<file path="src/rtl/dth_pkg.sv">
package dth_pkg;

   localparam int GRP_W = 3;

   typedef enum logic [GRP_W-1:0] {
      GRP_MAN_SET   = 3'd0,
      GRP_EVT_EN    = 3'd1,
      GRP_INT_EN    = 3'd2,
      GRP_INT_CLR   = 3'd3,
      GRP_MISS_CLR  = 3'd4,
      GRP_QSEL      = 3'd5,
      GRP_QMISS_CLR = 3'd6,
      GRP_RSVD      = 3'd7
   } reg_grp_e;

   typedef enum int {
      PICK_LOOP    = 0,
      PICK_ISOLATE = 1
   } pick_style_e;

endpackage

</file>
<file path="src/rtl/dth_lowest.sv">
module dth_lowest #(
   parameter int N     = 64,
   parameter int STYLE = 0,
   localparam int IDX_W = (N > 1) ? $clog2(N) : 1
) (
   input  logic [N-1:0]     vec,
   output logic             any,
   output logic [IDX_W-1:0] idx,
   output logic [N-1:0]     onehot
);
   import dth_pkg::*;

   assign any = |vec;

   generate
      if (STYLE == PICK_ISOLATE) begin : g_isolate
         assign onehot = vec & (~vec + N'(1));
         always_comb begin
            idx = '0;
            for (int i = 0; i < N; i++) begin
               if (onehot[i]) idx = idx | IDX_W'(i);
            end
         end
      end else begin : g_loop
         always_comb begin
            idx = '0;
            for (int i = N - 1; i >= 0; i--) begin
               if (vec[i]) idx = IDX_W'(i);
            end
         end
         always_comb begin
            onehot      = '0;
            onehot[idx] = any;
         end
      end
   endgenerate

endmodule

</file>
<file path="src/rtl/dth_slot.sv">
module dth_slot (
   input  logic clk,
   input  logic rst_n,
   input  logic src_gated,
   input  logic src_direct,
   input  logic gate_en,
   input  logic take,
   input  logic miss_clr,
   output logic req,
   output logic miss
);
   logic lat_gated;
   logic lat_direct;
   logic busy;
   logic arrive;

   assign busy   = lat_gated | lat_direct;
   assign arrive = src_gated | src_direct;
   assign req    = (lat_gated & gate_en) | lat_direct;

   always_ff @(posedge clk) begin
      if (!rst_n) begin
         lat_gated  <= 1'b0;
         lat_direct <= 1'b0;
         miss       <= 1'b0;
      end else begin
         lat_gated  <= src_gated  | (lat_gated  & ~take);
         lat_direct <= src_direct | (lat_direct & ~take);
         miss       <= (arrive & busy & ~take) | (miss & ~miss_clr);
      end
   end

endmodule

</file>
<file path="src/rtl/dth_regs.sv">
module dth_regs #(
   parameter int NUM_CH     = 64,
   parameter int NUM_QCH    = 8,
   parameter int DATA_W     = 32,
   parameter int PSET_WORDS = 8,
   localparam int WORDS  = NUM_CH / DATA_W,
   localparam int WORD_W = (WORDS > 1) ? $clog2(WORDS) : 1,
   localparam int ADDR_W = dth_pkg::GRP_W + WORD_W,
   localparam int QW_W   = $clog2(PSET_WORDS)
) (
   input  logic                      clk,
   input  logic                      rst_n,
   input  logic                      reg_wr,
   input  logic [ADDR_W-1:0]         reg_addr,
   input  logic [DATA_W-1:0]         reg_wdata,
   output logic [NUM_CH-1:0]         man_trig,
   output logic [NUM_CH-1:0]         evt_en,
   output logic [NUM_CH-1:0]         int_en,
   output logic [NUM_CH-1:0]         int_clr,
   output logic [NUM_CH-1:0]         miss_clr,
   output logic [NUM_QCH*QW_W-1:0]   qsel,
   output logic [NUM_QCH-1:0]        qmiss_clr
);
   import dth_pkg::*;

   reg_grp_e          grp;
   logic [WORD_W-1:0] wsel;
   logic              hit0;

   assign grp  = reg_grp_e'(reg_addr[ADDR_W-1 -: GRP_W]);
   assign wsel = reg_addr[WORD_W-1:0];
   assign hit0 = reg_wr && (wsel == '0);

   genvar w;
   generate
      for (w = 0; w < WORDS; w++) begin : g_word
         logic hit;
         assign hit = reg_wr && (wsel == WORD_W'(w));

         assign man_trig[w*DATA_W +: DATA_W] = (hit && grp == GRP_MAN_SET)  ? reg_wdata : '0;
         assign int_clr [w*DATA_W +: DATA_W] = (hit && grp == GRP_INT_CLR)  ? reg_wdata : '0;
         assign miss_clr[w*DATA_W +: DATA_W] = (hit && grp == GRP_MISS_CLR) ? reg_wdata : '0;

         always_ff @(posedge clk) begin
            if (!rst_n) begin
               evt_en[w*DATA_W +: DATA_W] <= '0;
               int_en[w*DATA_W +: DATA_W] <= '0;
            end else if (hit) begin
               if (grp == GRP_EVT_EN) evt_en[w*DATA_W +: DATA_W] <= reg_wdata;
               if (grp == GRP_INT_EN) int_en[w*DATA_W +: DATA_W] <= reg_wdata;
            end
         end
      end
   endgenerate

   assign qmiss_clr = (hit0 && grp == GRP_QMISS_CLR) ? reg_wdata[NUM_QCH-1:0] : '0;

   always_ff @(posedge clk) begin
      if (!rst_n) begin
         for (int q = 0; q < NUM_QCH; q++) qsel[q*QW_W +: QW_W] <= QW_W'(PSET_WORDS - 1);
      end else if (hit0 && grp == GRP_QSEL) begin
         qsel <= reg_wdata[NUM_QCH*QW_W-1:0];
      end
   end

endmodule

</file>
<file path="src/rtl/dth_intc.sv">
module dth_intc #(
   parameter int NUM_CH = 64
) (
   input  logic              clk,
   input  logic              rst_n,
   input  logic [NUM_CH-1:0] set_vec,
   input  logic [NUM_CH-1:0] clr_vec,
   input  logic [NUM_CH-1:0] en_vec,
   output logic [NUM_CH-1:0] pend,
   output logic              irq
);
   always_ff @(posedge clk) begin
      if (!rst_n) pend <= '0;
      else        pend <= set_vec | (pend & ~clr_vec);
   end

   assign irq = |(pend & en_vec);

endmodule

</file>
<file path="src/rtl/dma_trig_hub.sv">
module dma_trig_hub #(
   parameter int NUM_CH     = 64,
   parameter int NUM_QCH    = 8,
   parameter int DATA_W     = 32,
   parameter int PSET_WORDS = 8,
   parameter int PICK_STYLE = 0,
   localparam int CH_W   = $clog2(NUM_CH),
   localparam int QCH_W  = $clog2(NUM_QCH),
   localparam int QW_W   = $clog2(PSET_WORDS),
   localparam int WORDS  = NUM_CH / DATA_W,
   localparam int WORD_W = (WORDS > 1) ? $clog2(WORDS) : 1,
   localparam int ADDR_W = dth_pkg::GRP_W + WORD_W
) (
   input  logic                clk,
   input  logic                rst_n,
   input  logic                reg_wr,
   input  logic [ADDR_W-1:0]   reg_addr,
   input  logic [DATA_W-1:0]   reg_wdata,
   input  logic [NUM_CH-1:0]   evt_i,
   input  logic                qwr_valid,
   input  logic [QCH_W-1:0]    qwr_ch,
   input  logic [QW_W-1:0]     qwr_word,
   input  logic                cmpl_valid,
   input  logic [CH_W-1:0]     cmpl_code,
   input  logic                cmpl_int_en,
   input  logic                cmpl_chain_en,
   output logic                disp_valid,
   output logic                disp_qdma,
   output logic [CH_W-1:0]     disp_ch,
   output logic [NUM_CH-1:0]   int_pend,
   output logic                irq,
   output logic [NUM_CH-1:0]   miss_err,
   output logic [NUM_QCH-1:0]  qmiss_err,
   output logic                err_irq
);
   import dth_pkg::*;

   // elaboration-time parameter checks
   generate
      if (NUM_CH % DATA_W != 0 || NUM_CH < DATA_W) begin : g_bad_words
         $error("NUM_CH must be a nonzero multiple of DATA_W");
      end
      if (NUM_QCH < 2 || NUM_QCH > NUM_CH) begin : g_bad_qch
         $error("NUM_QCH must lie in 2..NUM_CH");
      end
      if (PSET_WORDS < 2 || (1 << QW_W) != PSET_WORDS) begin : g_bad_pset
         $error("PSET_WORDS must be a power of two, at least 2");
      end
      if (NUM_QCH * QW_W > DATA_W) begin : g_bad_qsel
         $error("quick-channel word selectors do not fit one register word");
      end
      if (PICK_STYLE != PICK_LOOP && PICK_STYLE != PICK_ISOLATE) begin : g_bad_pick
         $error("PICK_STYLE must be 0 or 1");
      end
   endgenerate

   logic [NUM_CH-1:0]       man_trig, evt_en, int_en, int_clr, miss_clr;
   logic [NUM_QCH*QW_W-1:0] qsel;
   logic [NUM_QCH-1:0]      qmiss_clr;

   dth_regs #(
      .NUM_CH(NUM_CH), .NUM_QCH(NUM_QCH), .DATA_W(DATA_W), .PSET_WORDS(PSET_WORDS)
   ) u_regs (
      .clk(clk), .rst_n(rst_n), .reg_wr(reg_wr), .reg_addr(reg_addr), .reg_wdata(reg_wdata),
      .man_trig(man_trig), .evt_en(evt_en), .int_en(int_en), .int_clr(int_clr),
      .miss_clr(miss_clr), .qsel(qsel), .qmiss_clr(qmiss_clr)
   );

   // completion decode: one code drives both interrupt bit and chain target
   logic [NUM_CH-1:0] code_vec, chain_trig, int_set, sw_trig;
   assign code_vec   = NUM_CH'(1) << cmpl_code;
   assign chain_trig = (cmpl_valid && cmpl_chain_en) ? code_vec : '0;
   assign int_set    = (cmpl_valid && cmpl_int_en)   ? code_vec : '0;
   assign sw_trig    = man_trig | chain_trig;

   // per-channel pending state
   logic [NUM_CH-1:0]  dma_req, dma_take;
   logic [NUM_QCH-1:0] q_req, q_take, q_hit;

   genvar c;
   generate
      for (c = 0; c < NUM_CH; c++) begin : g_dma
         dth_slot u_slot (
            .clk(clk), .rst_n(rst_n),
            .src_gated(evt_i[c]), .src_direct(sw_trig[c]), .gate_en(evt_en[c]),
            .take(dma_take[c]), .miss_clr(miss_clr[c]),
            .req(dma_req[c]), .miss(miss_err[c])
         );
      end
      for (c = 0; c < NUM_QCH; c++) begin : g_qdma
         assign q_hit[c] = qwr_valid && (qwr_ch == QCH_W'(c)) &&
                           (qwr_word == qsel[c*QW_W +: QW_W]);
         dth_slot u_slot (
            .clk(clk), .rst_n(rst_n),
            .src_gated(1'b0), .src_direct(q_hit[c]), .gate_en(1'b0),
            .take(q_take[c]), .miss_clr(qmiss_clr[c]),
            .req(q_req[c]), .miss(qmiss_err[c])
         );
      end
   endgenerate

   // dispatch selection
   logic              d_any, q_any;
   logic [CH_W-1:0]   d_idx;
   logic [QCH_W-1:0]  q_idx;
   logic [NUM_CH-1:0] d_oh;
   logic [NUM_QCH-1:0] q_oh;

   dth_lowest #(.N(NUM_CH), .STYLE(PICK_STYLE)) u_pick_dma (
      .vec(dma_req), .any(d_any), .idx(d_idx), .onehot(d_oh)
   );
   dth_lowest #(.N(NUM_QCH), .STYLE(PICK_STYLE)) u_pick_q (
      .vec(q_req), .any(q_any), .idx(q_idx), .onehot(q_oh)
   );

   assign dma_take = d_oh;
   assign q_take   = d_any ? '0 : q_oh;

   always_ff @(posedge clk) begin
      if (!rst_n) begin
         disp_valid <= 1'b0;
         disp_qdma  <= 1'b0;
         disp_ch    <= '0;
      end else begin
         disp_valid <= d_any | q_any;
         disp_qdma  <= ~d_any & q_any;
         disp_ch    <= d_any ? d_idx : CH_W'(q_idx);
      end
   end

   dth_intc #(.NUM_CH(NUM_CH)) u_intc (
      .clk(clk), .rst_n(rst_n), .set_vec(int_set), .clr_vec(int_clr),
      .en_vec(int_en), .pend(int_pend), .irq(irq)
   );

   assign err_irq = (|miss_err) | (|qmiss_err);

endmodule

</file>
<file path="config.mk">
export PLATFORM = sky130hd
export DESIGN_NAME = dma_trig_hub
export DESIGN_NICKNAME = d
export VERILOG_FILES = /design/src/rtl/dth_pkg.sv /design/src/rtl/dth_lowest.sv /design/src/rtl/dth_slot.sv /design/src/rtl/dth_regs.sv /design/src/rtl/dth_intc.sv /design/src/rtl/dma_trig_hub.sv
export SDC_FILE = /design/constraint.sdc
export NUM_CORES = 1
export LEC_CHECK = 0
export ABC_AREA = 1
export BUFFER_PORTS_ARGS = -buffer_cell sky130_fd_sc_hd__buf_2
export CELL_PAD_IN_SITES_DETAIL_PLACEMENT = 0
export CELL_PAD_IN_SITES_GLOBAL_PLACEMENT = 1
export CORE_UTILIZATION = 40
export CTS_BUF_LIST = sky130_fd_sc_hd__clkbuf_4 sky130_fd_sc_hd__clkbuf_8 sky130_fd_sc_hd__clkbuf_16
export CTS_CLUSTER_DIAMETER = 150
export CTS_CLUSTER_SIZE = 40
export DETAILED_ROUTE_END_ITERATION = 8
export PLACE_DENSITY = 0.85
export SYNTH_ARGS = -nofsm -noshare
export SYNTH_HDL_FRONTEND = slang
export SYNTH_SLANG_ARGS = --single-unit
</file>
<file path="constraint.sdc">
create_clock -name clk -period 9.4 [get_ports clk]
set_clock_uncertainty 0.2 [all_clocks]
set_input_delay 1.41 -clock clk [delete_from_list [all_inputs] [get_ports clk]]
set_output_delay 1.41 -clock clk [all_outputs]
set_load 0.01 [all_outputs]
</file>
Yosys cells after proc, flatten, opt, wreduce, memory -nomap -nowiden. Index checks and enable logic that the tools add are counted.

Input bits: 119. Flip-flop bits (word level): 440. Output and inout port bits: 146. Word-level logic and storage cells: 1369.

Shift operators: 1. Bitwise gates (word level): 988. Reductions and logical operators: 42. Equal/unequal tests: 21. Mux-type cells: 87. Order comparisons: 4.

Operator list (number): 1-bit AND (425); 1-bit bitwise OR (410); 6-bit 2-to-1 mux (64); 64-bit AND (3); 32-bit 2-to-1 mux (6); 64-bit OR reduction (3); 1-bit NOT (146); 64-bit 2-to-1 mux (2); 64-bit bitwise OR (2); 64-bit NOT (1); 1-bit by 6-bit << shifter with 64-bit output (first input constant) (1); 1-bit logical AND (30); 3-bit 2-to-1 mux (9); 3-bit equality test (8); 3-bit equality test (second input constant) (7); 8-bit 2-to-1 mux (2); 8-bit OR reduction (2); 3-bit by 2-bit equality test with 1-bit output (second input constant) (4); 2-bit AND reduction (5); 8-bit AND (1); 6-bit by 7-bit less-than comparator with 1-bit output (second input constant) (1); 1-bit demux with 6-bit select (1); 3-bit by 1-bit equality test with 1-bit output (second input constant) (2); 6-bit by 1-bit >= comparator with 1-bit output (second input constant) (1); 5 further kinds (7).

Logic depth before layout (Yosys ltp).
Depth after elaboration: 74. Gate-level depth with buffers: 69. Depth with buffers taken out: 68.

Hierarchy. Synthesis repeated with hierarchy kept, for this count alone.

Cells, all modules: 3774. Area, all modules: 23627.7 um2.

Modules (own cells, without submodules): dth_slot (cells each 21, sequential area each 60.1 um2, area each 143.9 um2, times used 72); dth_regs (cells each 1086, sequential area each 3042.9 um2, area each 6865.3 um2, times used 1); dth_intc (cells each 382, sequential area each 1281.2 um2, area each 2587.5 um2, times used 1); dma_trig_hub (cells each 421, sequential area each 160.2 um2, area each 2273.4 um2, times used 1); dth_lowest (u_pick_dma) (cells each 332, sequential area each 0.0 um2, area each 1332.5 um2, times used 1); dth_lowest (u_pick_q) (cells each 41, sequential area each 0.0 um2, area each 209.0 um2, times used 1).

Worst setup path before layout. OpenSTA, ideal clock, no wires.

Kind: reg-to-reg. From: reg g_dma[62].u_slot.lat_gated. To: reg g_dma[11].u_slot.lat_direct. Path buffers: 1. Data required time: 9068 ps. Stages on the path, launching flop included: 68. Data arrival time: 3729 ps. Setup time: 132 ps. Period minus slack after synthesis: 4062 ps. Setup slack: 5338 ps. Cells stage by stage: dfxtp_1 a21oi_2 nand2_1 nand2_1 nand2_1 nand2_1 nand2_1 nand2_1 nand2_1 nand2_1 nand2_1 nand2_1 nand2_1 nand2_1 nand2_1 nand2_1 nand2_1 nand2_1 [32 not listed] nand2_1 nand2_1 nand2_1 nand2_1 nand2_1 nand2_1 nand2_1 nand2_1 nand2_1 nand2_1 nand2_1 nand2_1 nand2_1 nand2_2 buf_2 nand4_1 nand2_1 a21oi_1.

Longest elaborated chain between the ends: 73. Elaborated cells on any way between the ends: 75. Classes of those cells: 2 x order compare; 65 x mux; 6 x bitwise; 2 x reduce/logical.

Ends and longest elaborated chain: start: declaration (RTL line dth_slot.sv:12) `logic lat_gated;`; start signal: assignment (RTL line dth_slot.sv:27) `lat_gated <= src_gated | (lat_gated & ~take);`; 1-bit AND * (RTL line dth_slot.sv:19) `assign req = (lat_gated & gate_en) | lat_direct;`; 1-bit bitwise OR * (RTL line dth_slot.sv:19); 6-bit 2-to-1 mux (63 in a row) (RTL line dth_lowest.sv:28) `if (vec[i]) idx = IDX_W'(i);`; 6-bit by 7-bit less-than comparator with 1-bit output (not written as such) / 6-bit by 1-bit >= comparator with 1-bit output (equally long branches) (RTL line dth_lowest.sv:33) `onehot[idx] = any;`; 1-bit logical AND (not written as such) (RTL line dth_lowest.sv:33); 1-bit 2-to-1 mux (not written as such) (RTL line dth_lowest.sv:33); 1-bit demux with 6-bit select (RTL line dth_lowest.sv:33); 64-bit AND (no line) *; 1-bit NOT * (RTL line dth_slot.sv:28) `lat_direct <= src_direct | (lat_direct & ~take);`; 1-bit AND * (RTL line dth_slot.sv:28); 1-bit bitwise OR * (RTL line dth_slot.sv:28); end signal: assignment (RTL line dth_slot.sv:28); end: declaration (RTL line dth_slot.sv:13) `logic lat_direct;`.

Every way passes the cells marked *; elsewhere a longest branch is shown, timed or not. A chain may end at the register's enable or synchronous reset.

Final worst setup path.
From: reg g_dma[62].u_slot.lat_gated. To: reg g_dma[60].u_slot.lat_gated.

Longest elaborated chain between the ends: 73. Elaborated cells on any way between the ends: 75. Classes of those cells: 2 x order compare; 65 x mux; 6 x bitwise; 2 x reduce/logical.

Ends and longest elaborated chain (RTL line): 1-bit AND * (dth_slot.sv:19); 1-bit bitwise OR * (dth_slot.sv:19); 6-bit 2-to-1 mux (63 in a row) (dth_lowest.sv:28); 6-bit by 7-bit less-than comparator with 1-bit output (not written as such) / 6-bit by 1-bit >= comparator with 1-bit output (equally long branches) (dth_lowest.sv:33); 1-bit logical AND (not written as such) (dth_lowest.sv:33); 1-bit 2-to-1 mux (not written as such) (dth_lowest.sv:33); 1-bit demux with 6-bit select (dth_lowest.sv:33); 64-bit AND (no line) *; 1-bit NOT * (dth_slot.sv:27); 1-bit AND * (dth_slot.sv:27); 1-bit bitwise OR * (dth_slot.sv:27); end signal: assignment (dth_slot.sv:27); end: declaration (dth_slot.sv:12).

Marks and branches as above.

==> results.ini <==
[die]
initial_core_util=0.409
num_io_pins=265
die_h_um=224
die_w_um=224
dieArea_sq_mm=0.0502
coreArea_sq_mm=0.0481
rows=80

[timing]
fin_ws_ns=3.45
slew-limit-headroom=0.195
finalMaxSlewViolations=0
min_period_ns=5.95
worst_slew_pin_slew_ns=1.21
rsz0062_at_grt=false
tns_ns=0
setup_viol=0
hold_violations=0
finalCritPeriodShare=0.633
timing.fmax_mhz=168

[critical_path]
worst-path-max-fanout=33
reg2reg_depth=67
cp.required_ns=9.69
max_stage_delay_ns=0.62
crit_slowest_cell=nand2_4
startpoint_type=flop
rr_endpoint=g_dma[60].u_slot.lat_gated
reg2reg_slack_ns=3.45
worstPathArrival_ns=6.25
regToRegStartpoint=g_dma[62].u_slot.lat_gated
end_kind=flop
cp_common_cell=nand2_1
path_class=reg -> reg

[logic_synthesis]
synthDistinctLibCells=34
synth-edff-count=0
ys.flop_type=dfxtp_1
synth.top_cells.by_area=dfxtp_1 (45%), a21oi_1 (12%), nand2_1 (8.1%), o21ai_0 (7.5%), inv_1 (4.7%)
ys_seq_area_frac=0.447
synth.top_cell.area_share=0.447
syn_avg_cell_area_sq_um=7.37
yosysTopAreaCell=dfxtp_1
syn_nets=2792
ys_ff_latch=440
syn_inst=2673
synth-async-reset-ratio=0
syn-cell-area_sq_mm=0.0197
ys_warn_count=0

[detailed_routing]
vias=20100
wl_per_cell_um=23.3
drt_pre_antenna_iters=6
vias_per_cell=5.90
post-route-drc-count=0
ant_nets=0
routed_wl_um=79500
drt_iter0_drc=2284

[power]
peakVddDrop_v=0.000111
p_per_area_mw_per_mm2=167
p_leak_nw=9.23
fin_total_pwr_w=0.00355

[worst_hold_path]
worstHoldPathCells=2
min_to=g_qdma[4].u_slot.lat_gated
hold_class=reg -> reg
worstHoldStart=g_qdma[4].u_slot.lat_gated

[placement]
io_buffers=264
dp_cells=3389
post-place-ws_ns=3.55
gp_congestion=0.903
dp_hpwl_um=55500

[final_layout]
drive_above_1_share=0.130
final_nets=2868
final_util=0.443
area_delta_synth_final_pct=8.27
fin_cells=3405
mostFrequentLayoutCells=a21oi_1 (463), dfxtp_1 (440), nand2_1 (423), o21ai_0 (295), buf_2 (263)
final_common_cell=a21oi_1

[grt]
grt_pass1_wl_um=116000
grt_max_degree=136
grtUsageTotal=0.305
first_global_vias=18400
antenna_found_initial=6
gr-total-overflow=0

[cts]
cts_setup_buffers=0
cts_buffer_depth=3
clk_latency_ns=0.57
ctsResizeCount=0
cts_tree=built
clk_pin_slew_ns=0.16
cts_root_buf=clkbuf_16
cts_hold_buf=0
cts_sinks=440
cts_buffers=14
htree_levels=1

[job]
max-cap-violations=0

[run_status]
outcome=completed

## registers in the layout (all words and copies together), names as in the netlist, 24 cells and up
| signal | count |
|---|---|
| g_dma.u_slot.lat_gated | 64 |
| u_regs.qsel | 24 |
| u_regs.int_en | 64 |
| u_intc.pend | 64 |
| g_dma.u_slot.lat_direct | 64 |
| g_dma.u_slot.miss | 64 |
| u_regs.evt_en | 64 |
## power breakdown
part	switching (W)	total [W]	internal [W]	leakage [nW]
Sequential	0.0000543	0.00199	0.00194	3.59
Clock	0.000584	0.000875	0.000291	0.185
Combinational	0.000514	0.000687	0.000172	5.45
## synthesized netlist by cell type (3+ instances only)
cell / n
a21oi_1: 463
dfxtp_1: 440
nand2_1: 423
o21ai_0: 295
inv_1: 245
clkbuf_1: 139
nor2_1: 131
nand4_1: 90
nand3_1: 87
o22ai_1: 83
buf_4: 72
nand3_2: 29
o211ai_1: 26
nor4_1: 20
xnor2_1: 18
buf_1: 17
a32oi_1: 16
nor3_1: 14
a22o_1: 13
a22oi_1: 8
clkinv_1: 7
o31ai_1: 7
xor2_1: 6
a221oi_1: 4
a21oi_2: 3
buf_2: 3
buf_6: 3
inv_2: 3
## how the worst max path moves through the flow
stage,from,endpoint,slack [ns]
2_1_floorplan,g_dma[62].u_slot.lat_gated,g_dma[11].u_slot.lat_direct,5.34
3_3_place_gp,g_dma[61].u_slot.lat_gated,g_dma[62].u_slot.lat_gated,3.54
3_5_place_dp,g_dma[61].u_slot.lat_gated,g_dma[60].u_slot.miss,3.55
4_1_cts,g_dma[61].u_slot.lat_gated,g_dma[62].u_slot.lat_direct,3.51
5_1_grt,g_dma[61].u_slot.lat_gated,g_dma[62].u_slot.lat_gated,2.62
6_report,g_dma[62].u_slot.lat_gated,g_dma[60].u_slot.lat_gated,3.45
## logic make-up (layout without fill, tap and decap cells)
kind of cell / after synthesis / after routing / share of synthesized area
AO/OA/AOI/OAI: 922 / 922 / 0.252
XOR/XNOR: 24 / 24 / 0.0107
buffers and inverters: 489 / 564 / 0.108
flip-flops: 440 / 440 / 0.447
other: 0 / 1 / 0
AND/OR/NAND/NOR: 798 / 798 / 0.182
## critical path: cells and delay by family (launching register included)
kind / cells / cell delay [ns]
flip-flops: 1 / 0.37
AND/OR/NAND/NOR: 65 / 5.00
AO/OA/AOI/OAI: 2 / 0.31
## metrics by stage
step           cell area, sq um  hold slack, ns
2_1_floorplan             19700           0.208
3_3_place_gp              21000           0.215
3_5_place_dp              21000           0.220
4_1_cts                   21300           0.240
5_1_grt                   21300           0.256
6_report                  21300           0.237
## cell type report
type                            count  area, sq um
Multi-Input combinational cell   1744         8820
Antenna cell                        1         2.50
Timing Repair Buffer              294         1550
Fill cell                        4853        26800
Sequential cell                   440         8810
Inverter                          255          965
Clock buffer                       15          375
Tap cell                          656          821
## per-layer routing
| layer | vias up | routed length (um) | track usage |
|---|---|---|---|
| met1 | 9567 | 32300 | 0.414 |
| met4 | 8 | 3360 | 0.125 |
| met5 | - | 54 | 0 |
| li1 | 9206 | - | - |
| met3 | 158 | 8110 | 0.0459 |
| met2 | 1149 | 35600 | 0.482 |
No activity file was read; power rests on OpenSTA's default activity.
